### config.mk
export PLATFORM = sky130hd
export DESIGN_NAME = vdp_data_port
export DESIGN_NICKNAME = d
export VERILOG_FILES = /design/src/rtl/vdp_pkg.sv /design/src/rtl/vdp_addr_loader.sv /design/src/rtl/vdp_addr_unit.sv /design/src/rtl/vdp_read_path.sv /design/src/rtl/vdp_data_port.sv
export SDC_FILE = /design/constraint.sdc
export NUM_CORES = 1
export LEC_CHECK = 0
export CORE_MARGIN = 4
export CORE_UTILIZATION = 30
export DETAILED_ROUTE_END_ITERATION = 8
export SLEW_MARGIN = 10
export SYNTH_ARGS = -nofsm -noshare
export SYNTH_HDL_FRONTEND = slang
export SYNTH_SLANG_ARGS = --single-unit
### constraint.sdc
create_clock -name clk -period 3 [get_ports clk]
set_input_delay 0.75 -clock clk [delete_from_list [all_inputs] [get_ports clk]]
set_output_delay 0.75 -clock clk [all_outputs]
set_load 0.03 [all_outputs]
### src/rtl/vdp_pkg.sv
package vdp_pkg;
    localparam int ADDR_W   = 15;
    localparam int BUS_W    = ADDR_W - 1;
    localparam int DATA_W   = 8;
    localparam int PAL_W    = 6;
    localparam int ROW_STEP = 32;
    localparam logic [BUS_W-1:0] PAL_BASE = 14'h3F00;

    typedef enum logic {
        LD_IDLE,
        LD_COUNT
    } ld_state_t;
endpackage

### src/rtl/vdp_addr_loader.sv
module vdp_addr_loader
    import vdp_pkg::*;
#(
    parameter int AW = ADDR_W,
    parameter int DW = 4
) (
    input  logic          clk,
    input  logic          rst_n,
    input  logic          load_req,
    input  logic [AW-1:0] load_val,
    input  logic [DW-1:0] load_delay,
    output logic          commit,
    output logic [AW-1:0] commit_addr
);
    ld_state_t     state_q, state_d;
    logic [DW-1:0] cnt_q;
    logic [AW-1:0] pend_q;

    always_comb begin
        state_d = state_q;
        unique case (state_q)
            LD_IDLE:  if (load_req) state_d = LD_COUNT;
            LD_COUNT: begin
                if (load_req)          state_d = LD_COUNT;
                else if (cnt_q == '0)  state_d = LD_IDLE;
            end
            default:  state_d = LD_IDLE;
        endcase
    end

    always_ff @(posedge clk) begin
        if (!rst_n) state_q <= LD_IDLE;
        else        state_q <= state_d;
    end

    always_ff @(posedge clk) begin
        if (!rst_n) begin
            cnt_q  <= '0;
            pend_q <= '0;
        end else if (load_req) begin
            cnt_q  <= load_delay;
            pend_q <= load_val;
        end else if (state_q == LD_COUNT && cnt_q != '0) begin
            cnt_q  <= cnt_q - 1'b1;
        end
    end

    always_comb begin
        commit      = 1'b0;
        commit_addr = pend_q;
        unique case (state_q)
            LD_IDLE:  commit = 1'b0;
            LD_COUNT: commit = (cnt_q == '0) && !load_req;
            default:  commit = 1'b0;
        endcase
    end
endmodule

### src/rtl/vdp_addr_unit.sv
module vdp_addr_unit
    import vdp_pkg::*;
#(
    parameter int AW   = ADDR_W,
    parameter int STEP = ROW_STEP
) (
    input  logic          clk,
    input  logic          rst_n,
    input  logic          commit,
    input  logic [AW-1:0] commit_addr,
    input  logic          access,
    input  logic          vert_inc,
    input  logic          rendering_active,
    output logic [AW-1:0] vaddr,
    output logic [AW-2:0] bus_addr,
    output logic          bus_changed
);
    localparam int BW = AW - 1;

    logic [AW-1:0] vaddr_d;
    logic [AW-1:0] stride;
    logic          bus_upd;
    logic [BW-1:0] bus_d;

    always_comb begin
        stride  = vert_inc ? AW'(STEP) : AW'(1);
        vaddr_d = vaddr;
        bus_upd = 1'b0;
        if (commit) begin
            vaddr_d = commit_addr;
            bus_upd = !rendering_active;
        end else if (access && !rendering_active) begin
            vaddr_d = vaddr + stride;
            bus_upd = 1'b1;
        end
        bus_d = vaddr_d[BW-1:0];
    end

    always_ff @(posedge clk) begin
        if (!rst_n) begin
            vaddr       <= '0;
            bus_addr    <= '0;
            bus_changed <= 1'b0;
        end else begin
            vaddr       <= vaddr_d;
            bus_changed <= bus_upd && (bus_d != bus_addr);
            if (bus_upd) bus_addr <= bus_d;
        end
    end
endmodule

### src/rtl/vdp_read_path.sv
module vdp_read_path
    import vdp_pkg::*;
#(
    parameter int DW = DATA_W,
    parameter int PW = PAL_W
) (
    input  logic          clk,
    input  logic          rst_n,
    input  logic          rd,
    input  logic          pal_sel,
    input  logic [DW-1:0] open_bus,
    input  logic [PW-1:0] pal_rdata,
    input  logic [DW-1:0] mem_rdata,
    output logic [DW-1:0] rdata
);
    logic [DW-1:0] buf_q;
    logic [DW-1:0] pal_word;

    assign pal_word = {open_bus[DW-1:PW], pal_rdata};

    always_ff @(posedge clk) begin
        if (!rst_n) begin
            buf_q <= '0;
            rdata <= '0;
        end else if (rd) begin
            rdata <= pal_sel ? pal_word : buf_q;
            buf_q <= mem_rdata;
        end
    end
endmodule

### src/rtl/vdp_data_port.sv
module vdp_data_port
    import vdp_pkg::*;
#(
    parameter int AW   = ADDR_W,
    parameter int DLYW = 4,
    parameter int DW   = DATA_W,
    parameter int PW   = PAL_W,
    parameter int STEP = ROW_STEP
) (
    input  logic            clk,
    input  logic            rst_n,
    input  logic            addr_load,
    input  logic [AW-1:0]   addr_load_val,
    input  logic [DLYW-1:0] load_delay,
    input  logic            vert_inc,
    input  logic            rendering_active,
    input  logic            cpu_rd,
    input  logic            cpu_wr,
    input  logic [DW-1:0]   cpu_wdata,
    input  logic [DW-1:0]   open_bus,
    input  logic [PW-1:0]   pal_rdata,
    input  logic [DW-1:0]   mem_rdata,
    output logic [DW-1:0]   cpu_rdata,
    output logic [AW-1:0]   vram_addr,
    output logic [AW-2:0]   bus_addr,
    output logic            bus_addr_changed,
    output logic            mem_we,
    output logic [AW-2:0]   mem_waddr,
    output logic [DW-1:0]   mem_wdata,
    output logic            pal_we
);
    localparam int BW = AW - 1;

    logic          commit_w;
    logic [AW-1:0] commit_addr_w;
    logic          pal_sel;

    assign pal_sel = (vram_addr[BW-1:0] >= BW'(PAL_BASE));

    vdp_addr_loader #(.AW(AW), .DW(DLYW)) u_loader (
        .clk         (clk),
        .rst_n       (rst_n),
        .load_req    (addr_load),
        .load_val    (addr_load_val),
        .load_delay  (load_delay),
        .commit      (commit_w),
        .commit_addr (commit_addr_w)
    );

    vdp_addr_unit #(.AW(AW), .STEP(STEP)) u_addr (
        .clk              (clk),
        .rst_n            (rst_n),
        .commit           (commit_w),
        .commit_addr      (commit_addr_w),
        .access           (cpu_rd | cpu_wr),
        .vert_inc         (vert_inc),
        .rendering_active (rendering_active),
        .vaddr            (vram_addr),
        .bus_addr         (bus_addr),
        .bus_changed      (bus_addr_changed)
    );

    vdp_read_path #(.DW(DW), .PW(PW)) u_read (
        .clk       (clk),
        .rst_n     (rst_n),
        .rd        (cpu_rd),
        .pal_sel   (pal_sel),
        .open_bus  (open_bus),
        .pal_rdata (pal_rdata),
        .mem_rdata (mem_rdata),
        .rdata     (cpu_rdata)
    );

    assign mem_we    = cpu_wr && !pal_sel;
    assign pal_we    = cpu_wr && pal_sel;
    assign mem_waddr = bus_addr;
    assign mem_wdata = cpu_wdata;
endmodule

## Yosys cells after proc, flatten, opt, wreduce, memory -nomap -nowiden

Index checks and enable logic that the tools add are counted.

- Bits in writable memories: 0
- Latch bits: 0
- Memories: 0
- ROM bits: 0
- Word-level logic and storage cells: 41
- Register bits after elaboration: 66

- Add/subtract/negate cells: 2
- Reductions and logical operators: 13
- Mux-type cells: 13
- Multiply operators: 0
- Shift operators: 0
- Div/mod/pow operators: 0
- Eq/ne operators: 1
- Order comparisons: 1
- Bitwise operators: 2

Operators with widths:

| cell | number |
|---|---|
| 15-bit two-way mux | 2 |
| 15-bit adder | 1 |
| 14-bit greater-or-equal comparator (second input constant) | 1 |
| 14-bit != test | 1 |
| 4-bit two-way mux | 2 |
| 8-bit two-way mux | 1 |
| 1-bit logical AND | 6 |
| 6-bit two-way mux | 1 |
| 1-bit two-way mux | 5 |
| 4-bit logical NOT | 1 |
| 1-bit case mux with 2 select lines | 2 |
| 2-bit nonzero test | 2 |
| 4-bit nonzero test | 1 |
| 4-bit by 1-bit subtractor with 4-bit output (second input constant) | 1 |
| 1-bit logical NOT | 3 |
| 1-bit inverter | 1 |
| 1-bit OR | 1 |

## Longest topological paths before layout

Gate-level depths: netlist of run 1.

- Depth in word-level cells: 6
- Depth in mapped cells: 11
- Depth with buffers taken out: 10

## By module

A second synthesis of run 1 with hierarchy kept.

- Cells, all modules: 420
- Area total of the unflattened synthesis: 3723.6 um^2

Modules (own cells, without submodules):

| module | cells an instance | area each (um^2) | sequential area each (um^2) | times used |
|---|---|---|---|---|
| vdp_addr_unit | 247 | 1996.9 | 600.6 | 1 |
| vdp_addr_loader | 83 | 859.6 | 400.4 | 1 |
| vdp_read_path | 61 | 665.6 | 320.3 | 1 |
| vdp_data_port | 29 | 201.4 | 0.0 | 1 |

## Least setup slack after synthesis of run 1

Ideal clock, no wire load.

- Path type: in2reg
- Start: in vert_inc
- End: reg u_addr.bus_changed
- Stages on the path: 10
- Setup slack: 0.445 ns
- Library setup time: 0.124 ns
- Data arrival time: 2.431 ns
- Path through: inv_1 ha_1 ha_1 nand3_1 or3_1 a31oi_1 xor2_1 a2111oi_0 and3_1 a21oi_1

- Longest elaborated chain between the ends: 6

RTL lines:

| what | line | text |
|---|---|---|
| start: declaration | vdp_data_port.sv:15 | `input logic vert_inc,` |
| 6-bit two-way mux | vdp_addr_unit.sv:26 | `stride = vert_inc ? AW'(STEP) : AW'(1);` |
| 15-bit adder | vdp_addr_unit.sv:33 | `vaddr_d = vaddr + stride;` |
| 15-bit two-way mux | vdp_addr_unit.sv:32 | `end else if (access && !rendering_active) begin` |
| 15-bit two-way mux | vdp_addr_unit.sv:29 | `if (commit) begin` |
| 14-bit != test | vdp_addr_unit.sv:46 | `bus_changed <= bus_upd && (bus_d != bus_addr);` |
| 1-bit logical AND | vdp_addr_unit.sv:46 |  |
| end signal: assignment | vdp_addr_unit.sv:46 |  |
| end: declaration | vdp_addr_unit.sv:16 | `output logic bus_changed` |

Every way passes these cells. The select of a mux whose other input is x is not followed.
A chain may end at the register's enable or synchronous reset.

## Worst setup path after layout of run 1

- Start: in cpu_wr
- End: out mem_we

- Longest elaborated chain between the ends: 1

RTL lines:

| what | line | text |
|---|---|---|
| start: declaration | vdp_data_port.sv:18 | `input logic cpu_wr,` |
| 1-bit logical AND | vdp_data_port.sv:74 | `assign mem_we = cpu_wr && !pal_sel;` |
| end: declaration | vdp_data_port.sv:27 | `output logic mem_we,` |

Every way passes these cells.

==> results.json, run 1 <==
{
  "clk_path_buf_depth": 2,
  "drtIter0Drc": 92,
  "tightest_slew_ns": 0.7063,
  "syn_area_um2": 3675,
  "io_buffers": 95,
  "rows": 40,
  "crit_type": "in2out",
  "coreArea_um2": 12010,
  "grt_pass1_wl_mm": 15.70,
  "p_leak_nw": 2.050,
  "critPathMaxStageDelay_ns": 0.69,
  "grt_max_degree": 67,
  "hold_viol_final": 0,
  "cp-start-kind": "input port",
  "cts_tree": "built",
  "grt_overflow": 0,
  "synth_fa_ha_area_frac": 0.01702,
  "ys_seq_area_frac": 0.3596,
  "relSlewSlack": 0.5286,
  "syn_avg_cell_area_um2": 8.941,
  "worstSetupEndpointType": "output pin",
  "ys_async_sr_fraction": 0,
  "finalSetupViolCount": 0,
  "diodes": 0,
  "whs_path_depth": 1,
  "drv_cap": 0,
  "drt-total-wl_mm": 9.600,
  "num_vias": 3103,
  "synth-edff-count": 0,
  "period_share": 0.9792,
  "clk_latency_ns": 0.33,
  "clk_pin_slew_ns": 0.05,
  "cp_cell_sequence": "clkdlybuf4s50_1 > and2_1 > clkdlybuf4s50_1",
  "drt_first_pass_iters": 4,
  "path_depth": 3,
  "pre_cts_slack_ns": -0.3127,
  "nNetsFinal": 561,
  "die_area_um2": 14080,
  "cts-htree-levels": 3,
  "yosys.area_share.simple": 0.2220,
  "drv_slew": 0,
  "cp_top_family": "buffers and inverters",
  "die_h_um": 118.7,
  "slowest_stage": "clkdlybuf4s50_1",
  "numCtsBuffers": 9,
  "antenna_left": 0,
  "fin_ws_ns": 0.06226,
  "synth_xor_area_frac": 0.08138,
  "area_growth_pct": 36.84,
  "wl_per_cell_um": 14.72,
  "hp-start": "u_read.rdata[7]",
  "dpl.hpwl_mm": 7.095,
  "ys_ff_latch": 66,
  "antenna_found_initial": 0,
  "period_needed_ns": 2.938,
  "final_common_cell": "clkdlybuf4s50_1",
  "r2r_start": "u_loader.cnt_q[0]",
  "path_buf_inv": 2,
  "skew_ns": 0.003047,
  "grt_pass1_vias": 3083,
  "cts_sinks": 66,
  "drive_above_1_share": 0.1208,
  "timing.hold.ws_ns": 0.4807,
  "max_freq_mhz": 340.4,
  "grt_usage": 0.1379,
  "synth_compound_area_frac": 0.1440,
  "die_x_um": 118.7,
  "crit_fanout": 4,
  "grt_setup_unrepaired": "false",
  "fillerInstances": 1204,
  "total_power_mw": 2.410,
  "ir_drop_uv": 210.5,
  "final_cell_mix": "clkdlybuf4s50_1 (94), dfxtp_1 (66), nand2_1 (55), mux2i_1 (31), buf_4 (29)",
  "reg2reg_depth": 10,
  "arrival_ns": 2.19,
  "ys.warnings.count": 0,
  "viasPerCell": 4.759,
  "syn-num-nets": 472,
  "crit_required_ns": 2.25,
  "syn_inst": 411,
  "cts_root_buf": "clkbuf_16",
  "drc": 0,
  "reg2reg_slack_ns": 0.56,
  "status": "completed",
  "io_pins": 118,
  "initial_core_util": 0.3059,
  "muxShareOfSynthArea": 0.08750,
  "ys.flop_type": "dfxtp_1",
  "min_path_type": "reg2reg",
  "synth_top_family_by_area": "simple AND/OR/NAND/NOR gates",
  "synth_cell_types": 58,
  "power_density_nw_per_um2": 479.3,
  "r2r-end": "u_addr.bus_changed",
  "cp_common_cell": "clkdlybuf4s50_1",
  "globalplace.congestion": 0.8909,
  "min_to": "u_read.rdata[7]"
}
[worst register-to-register path, cell delays in order, from the launching register on]
cell and delay (ns):
dfxtp_1 0.31, inv_1 0.10, ha_1 0.14, or3b_1 0.36
or2_1 0.36, buf_4 0.24, a31o_2 0.24, xnor2_1 0.13
a211oi_1 0.21, and3_1 0.18, a21oi_1 0.05
[area by class of cell]
type | count | area, um^2 | area share
timing repair buffer | 123 | 1159 | 0.2304
clock buffer | 13 | 250.2 | 0.04976
tap | 147 | 183.9 | 0.03658
clock inverter | 3 | 15.01 | 0.002986
inverter | 9 | 33.78 | 0.006718
multi-input combinational | 291 | 2066 | 0.4108
sequential | 66 | 1321 | 0.2628
[repair_timing]
item	in CTS	in global routing
buffers inserted	0	0
gates resized for setup	0	9
endpoints found under the setup margin	0	4
hold buffers	0	0
[cells by family (layout without fill, tap and decap cells)]
kind of cell             after synthesis  count (layout)
XOR/XNOR                              31              31
buffers and inverters                 54             148
multiplexers                          32              32
AND/OR/NAND/NOR                      156             156
adder cells (fa/ha/maj)                5               5
AO/OA/AOI/OAI                         67              67
flip-flops                            66              66
[registers in the layout, summed over array words and instances, names as in the netlist]
register and cells:
u_addr.vaddr 15, u_loader.commit_addr 15, u_addr.bus_addr 14, u_read.buf_q 8, u_read.rdata 8, u_loader.cnt_q 4, u_addr.bus_changed 1, u_loader.state_q 1
[through the flow]
step | setup TNS, ns | instances | utilization | instance area, um^2
2_1_floorplan | 0 | 411 | - | 3675
3_3_place_gp | -0.8934 | 636 | 0.3934 | 4726
3_5_place_dp | -1.419 | 636 | 0.3934 | 4726
4_1_cts | 0 | 652 | 0.4155 | 4991
5_1_grt | 0 | 652 | 0.4186 | 5029
6_report | 0 | 652 | 0.4186 | 5029
[worst max-delay path by stage]
stage	end	start
2_1_floorplan	u_addr.bus_changed	vert_inc
3_3_place_gp	u_addr.bus_changed	vert_inc
3_5_place_dp	u_addr.bus_changed	vert_inc
4_1_cts	u_addr.bus_changed	vert_inc
5_1_grt	u_addr.bus_changed	vert_inc
6_report	mem_we	cpu_wr
[metal layers]
metal	share of wire	vias up	GRT usage
met5	0	-	0
met3	0.049	13	0.02679
met4	0.021	0	0.06589
met1	0.45	1453	0.1716
met2	0.48	75	0.2284
li1	-	1562	-
[Yosys cell counts, drive strengths merged, types with 2 or more instances]
library cell / n / area share
a21boi: 11 / 0.022
a21oi: 10 / 0.014
a31o: 2 / 0.0048
a31oi: 5 / 0.010
and2: 19 / 0.032
and3: 4 / 0.0068
buf: 33 / 0.067
clkbuf: 12 / 0.012
dfxtp: 66 / 0.36
ha: 5 / 0.017
inv: 9 / 0.0092
mux2i: 31 / 0.084
nand2: 55 / 0.056
nand3: 5 / 0.0068
nand4: 3 / 0.0092
nor2: 17 / 0.018
nor2b: 28 / 0.048
nor3: 9 / 0.012
nor3b: 3 / 0.0092
nor4: 3 / 0.0051
o211a: 9 / 0.025
o21ai: 14 / 0.020
o21bai: 2 / 0.0051
o22ai: 2 / 0.0034
o32ai: 2 / 0.0099
or3: 5 / 0.0085
xnor2: 22 / 0.052
xnor3: 2 / 0.012
xor2: 7 / 0.017
[power breakdown]
part / total [mW] / switching, mW / internal [mW]
clock: 0.942 / 0.365 / 0.577
combinational: 0.489 / 0.242 / 0.248
sequential: 0.978 / 0.0501 / 0.928
total: 2.41 / 0.657 / 1.75
Note: power is estimated with default switching activity, not from simulation.
==> run 2: changes to the inputs <==
--- a/config.mk
+++ b/config.mk
@@ -11,4 +11,5 @@
 export SLEW_MARGIN = 10
 export SYNTH_ARGS = -nofsm -noshare
 export SYNTH_HDL_FRONTEND = slang
+export SYNTH_HIERARCHICAL = 1
 export SYNTH_SLANG_ARGS = --single-unit
==> run 2 against run 1 <==
- final cell count is 6.1% higher
- worst setup slack improved by 0.0077 ns
- critical endpoint is now u_addr/bus_changed
- core utilization up 1.5 points
- die area up 1.2%
- largest power group is now clock
- cell area increased by 4.1%
- sequential share of layout area down 1.0 points
- clock skew is 0.0039 ns higher
==> results.json, run 2 <==
{
  "status": "completed",
  "utilization": 0.4341,
  "io_buffers": 95,
  "grt_setup_unrepaired": "true",
  "p_leak_nw": 2.008,
  "synth-edff-count": 0,
  "cts_tree": "built",
  "syn_avg_cell_area_um2": 8.866,
  "max_freq_mhz": 341.3,
  "yosysMostFrequentCell": "dfxtp_1",
  "pre_cts_slack_ns": -0.2888,
  "final_common_cell": "clkdlybuf4s50_1",
  "finalSetupViolCount": 0,
  "yosysTopAreaCellShare": 0.3548,
  "ys_seq_area_frac": 0.3548,
  "final_cell_mix": "clkdlybuf4s50_1 (93), dfxtp_1 (66), buf_4 (40), mux2i_1 (37), nand2_1 (35)",
  "grt_max_degree": 48,
  "grt_pass1_vias": 3332,
  "die_area_um2": 14260,
  "synth.area.top_cells": "dfxtp_1 (35%), mux2i_1 (9.9%), buf_4 (5.0%), nor2b_1 (4.2%), a21oi_1 (3.8%)",
  "crit_type": "in2reg",
  "cts_root_buf": "clkbuf_16",
  "yosys.area.top_type": "dfxtp_1",
  "min_path_type": "reg2reg",
  "ys.warnings.count": 6,
  "synth_cell_types": 65,
  "antenna_found_initial": 0,
  "crit_required_ns": 3.22,
  "grt_pass1_wl_mm": 17.23,
  "slowest_stage": "clkdlybuf4s50_1",
  "syn_area_um2": 3724,
  "cp-start-kind": "input port",
  "wl_per_cell_um": 15.40,
  "drive_above_1_share": 0.1489,
  "clk_path_buf_depth": 2,
  "syn-num-nets": 480,
  "die_x_um": 119.4,
  "drtIter0Drc": 162,
  "dpl.hpwl_mm": 7.936,
  "initial_core_util": 0.3087,
  "numCtsBuffers": 9,
  "drt-total-wl_mm": 10.66,
  "tightest_slew_ns": 0.6672,
  "drv_cap": 0,
  "hold_viol_final": 0,
  "relSlewSlack": 0.5547,
  "drt_first_pass_iters": 4,
  "ctsHoldBuffers": 0,
  "synth.cells.most_frequent": "dfxtp_1 (66), mux2i_1 (37), nand2_1 (35)",
  "drv_slew": 0,
  "power_density_nw_per_um2": 494.8,
  "viasPerCell": 4.884,
  "crit_fanout": 3,
  "fin_ws_ns": 0.07001,
  "skew_ns": 0.006965,
  "path_buf_inv": 1,
  "num_vias": 3380,
  "worstSetupEndpointType": "register",
  "critPathMaxStageDelay_ns": 0.41,
  "globalplace.congestion": 0.9064,
  "area_growth_pct": 40.62,
  "nNetsFinal": 579,
  "arrival_ns": 3.15,
  "period_needed_ns": 2.930,
  "coreArea_um2": 12060,
  "clk_latency_ns": 0.33,
  "grt_usage": 0.1505,
  "cts-htree-levels": 3,
  "cp_top_family": "simple AND/OR/NAND/NOR gates",
  "cp_cell_sequence": "clkdlybuf4s50_1 > or2_2 > nor2b_2 > o311ai_2 > xnor2_1 > o2111ai_2 > nor4_2 > nand4_1 > o311a_1",
  "clk_pin_slew_ns": 0.06,
  "io_pins": 118,
  "diodes": 0,
  "period_share": 0.9767,
  "ys_ff_latch": 66,
  "drc": 0,
  "die_h_um": 119.4,
  "ys_async_sr_fraction": 0,
  "antenna_left": 0,
  "ys.flop_type": "dfxtp_1",
  "syn_inst": 420,
  "ir_drop_uv": 228.1,
  "rows": 40,
  "cts_sinks": 66,
  "grt_overflow": 0
}
==> run 2: final timing paths <==
check	end	cells after the start	startpoint	slack (ns)
max	u_addr/bus_changed	9	cpu_wr	0.07
min	u_addr/bus_addr[11]	2	u_addr/bus_addr[11]	0.50
min reg2reg	u_addr/bus_addr[11]	2	u_addr/bus_addr[11]	0.50
max reg2reg	u_addr/bus_changed	11	u_loader/cnt_q[0]	0.25
==> run 2: cells by family after synthesis <==
logic type | count (synthesis) | share of synthesized area
adders and majority gates | 4 | 0.01344
muxes | 37 | 0.09946
xor gates and xnor gates | 18 | 0.04234
buffers and inverters | 59 | 0.09744
DFF | 66 | 0.3548
and+or+nand+nor | 151 | 0.2238
AOI/OAI and AO/OA | 85 | 0.1687
==> run 2: power by group <==
| part | total (mW) | leakage, nW | internal [mW] | switching [mW] |
|---|---|---|---|---|
| combinational | 0.518 | 1.31 | 0.257 | 0.261 |
| sequential | 0.987 | 0.541 | 0.929 | 0.0582 |
| clock | 1.09 | 0.153 | 0.692 | 0.393 |
| total | 2.59 | 2.01 | 1.88 | 0.712 |
==> run 2: area by class of cell <==
| type | count | area [um^2] |
|---|---|---|
| fillers | 1191 | 6825 |
| multi-input cells | 295 | 2091 |
| flip-flops and latches | 66 | 1321 |
| repair buffers | 135 | 1256 |
| clock buffers | 11 | 252.7 |
| well taps | 168 | 210.2 |
| clock inverters | 5 | 60.06 |
| inverters | 12 | 45.04 |
==> run 2: tightest hold or removal path, cell delays in order, from the launching register on <==
cell     delay [ns]
dfxtp_1        0.33
nand2_1        0.06
a21oi_1        0.06
==> run 2: timing repair <==
item,4_1_cts,5_1_grt
resized for setup,0,9
setup buffers,0,2
setup endpoints to repair,0,2
==> run 2: layer usage <==
layer  global-route usage  part of all wire  vias up
met5                    0                 0        -
met4              0.05297             0.014        0
met3              0.04226             0.053        8
met2               0.2430              0.47      110
met1               0.1924              0.46     1603
li1                     -                 -     1659
==> run 2: stage by stage <==
step                      std cells  hold slack, ns  TNS (ns)  area, um^2  total power, mW
after floorplan                 420          0.4625         0        3740            1.322
after global placement          674          0.4918   -0.3259        4867            1.505
after detailed placement        674          0.4997   -0.3242        4867            1.516
after CTS                       690          0.5071         0        5180            2.618
after global routing            692          0.5432  -0.08054        5236            2.715
final                           692          0.5018         0        5236            2.591
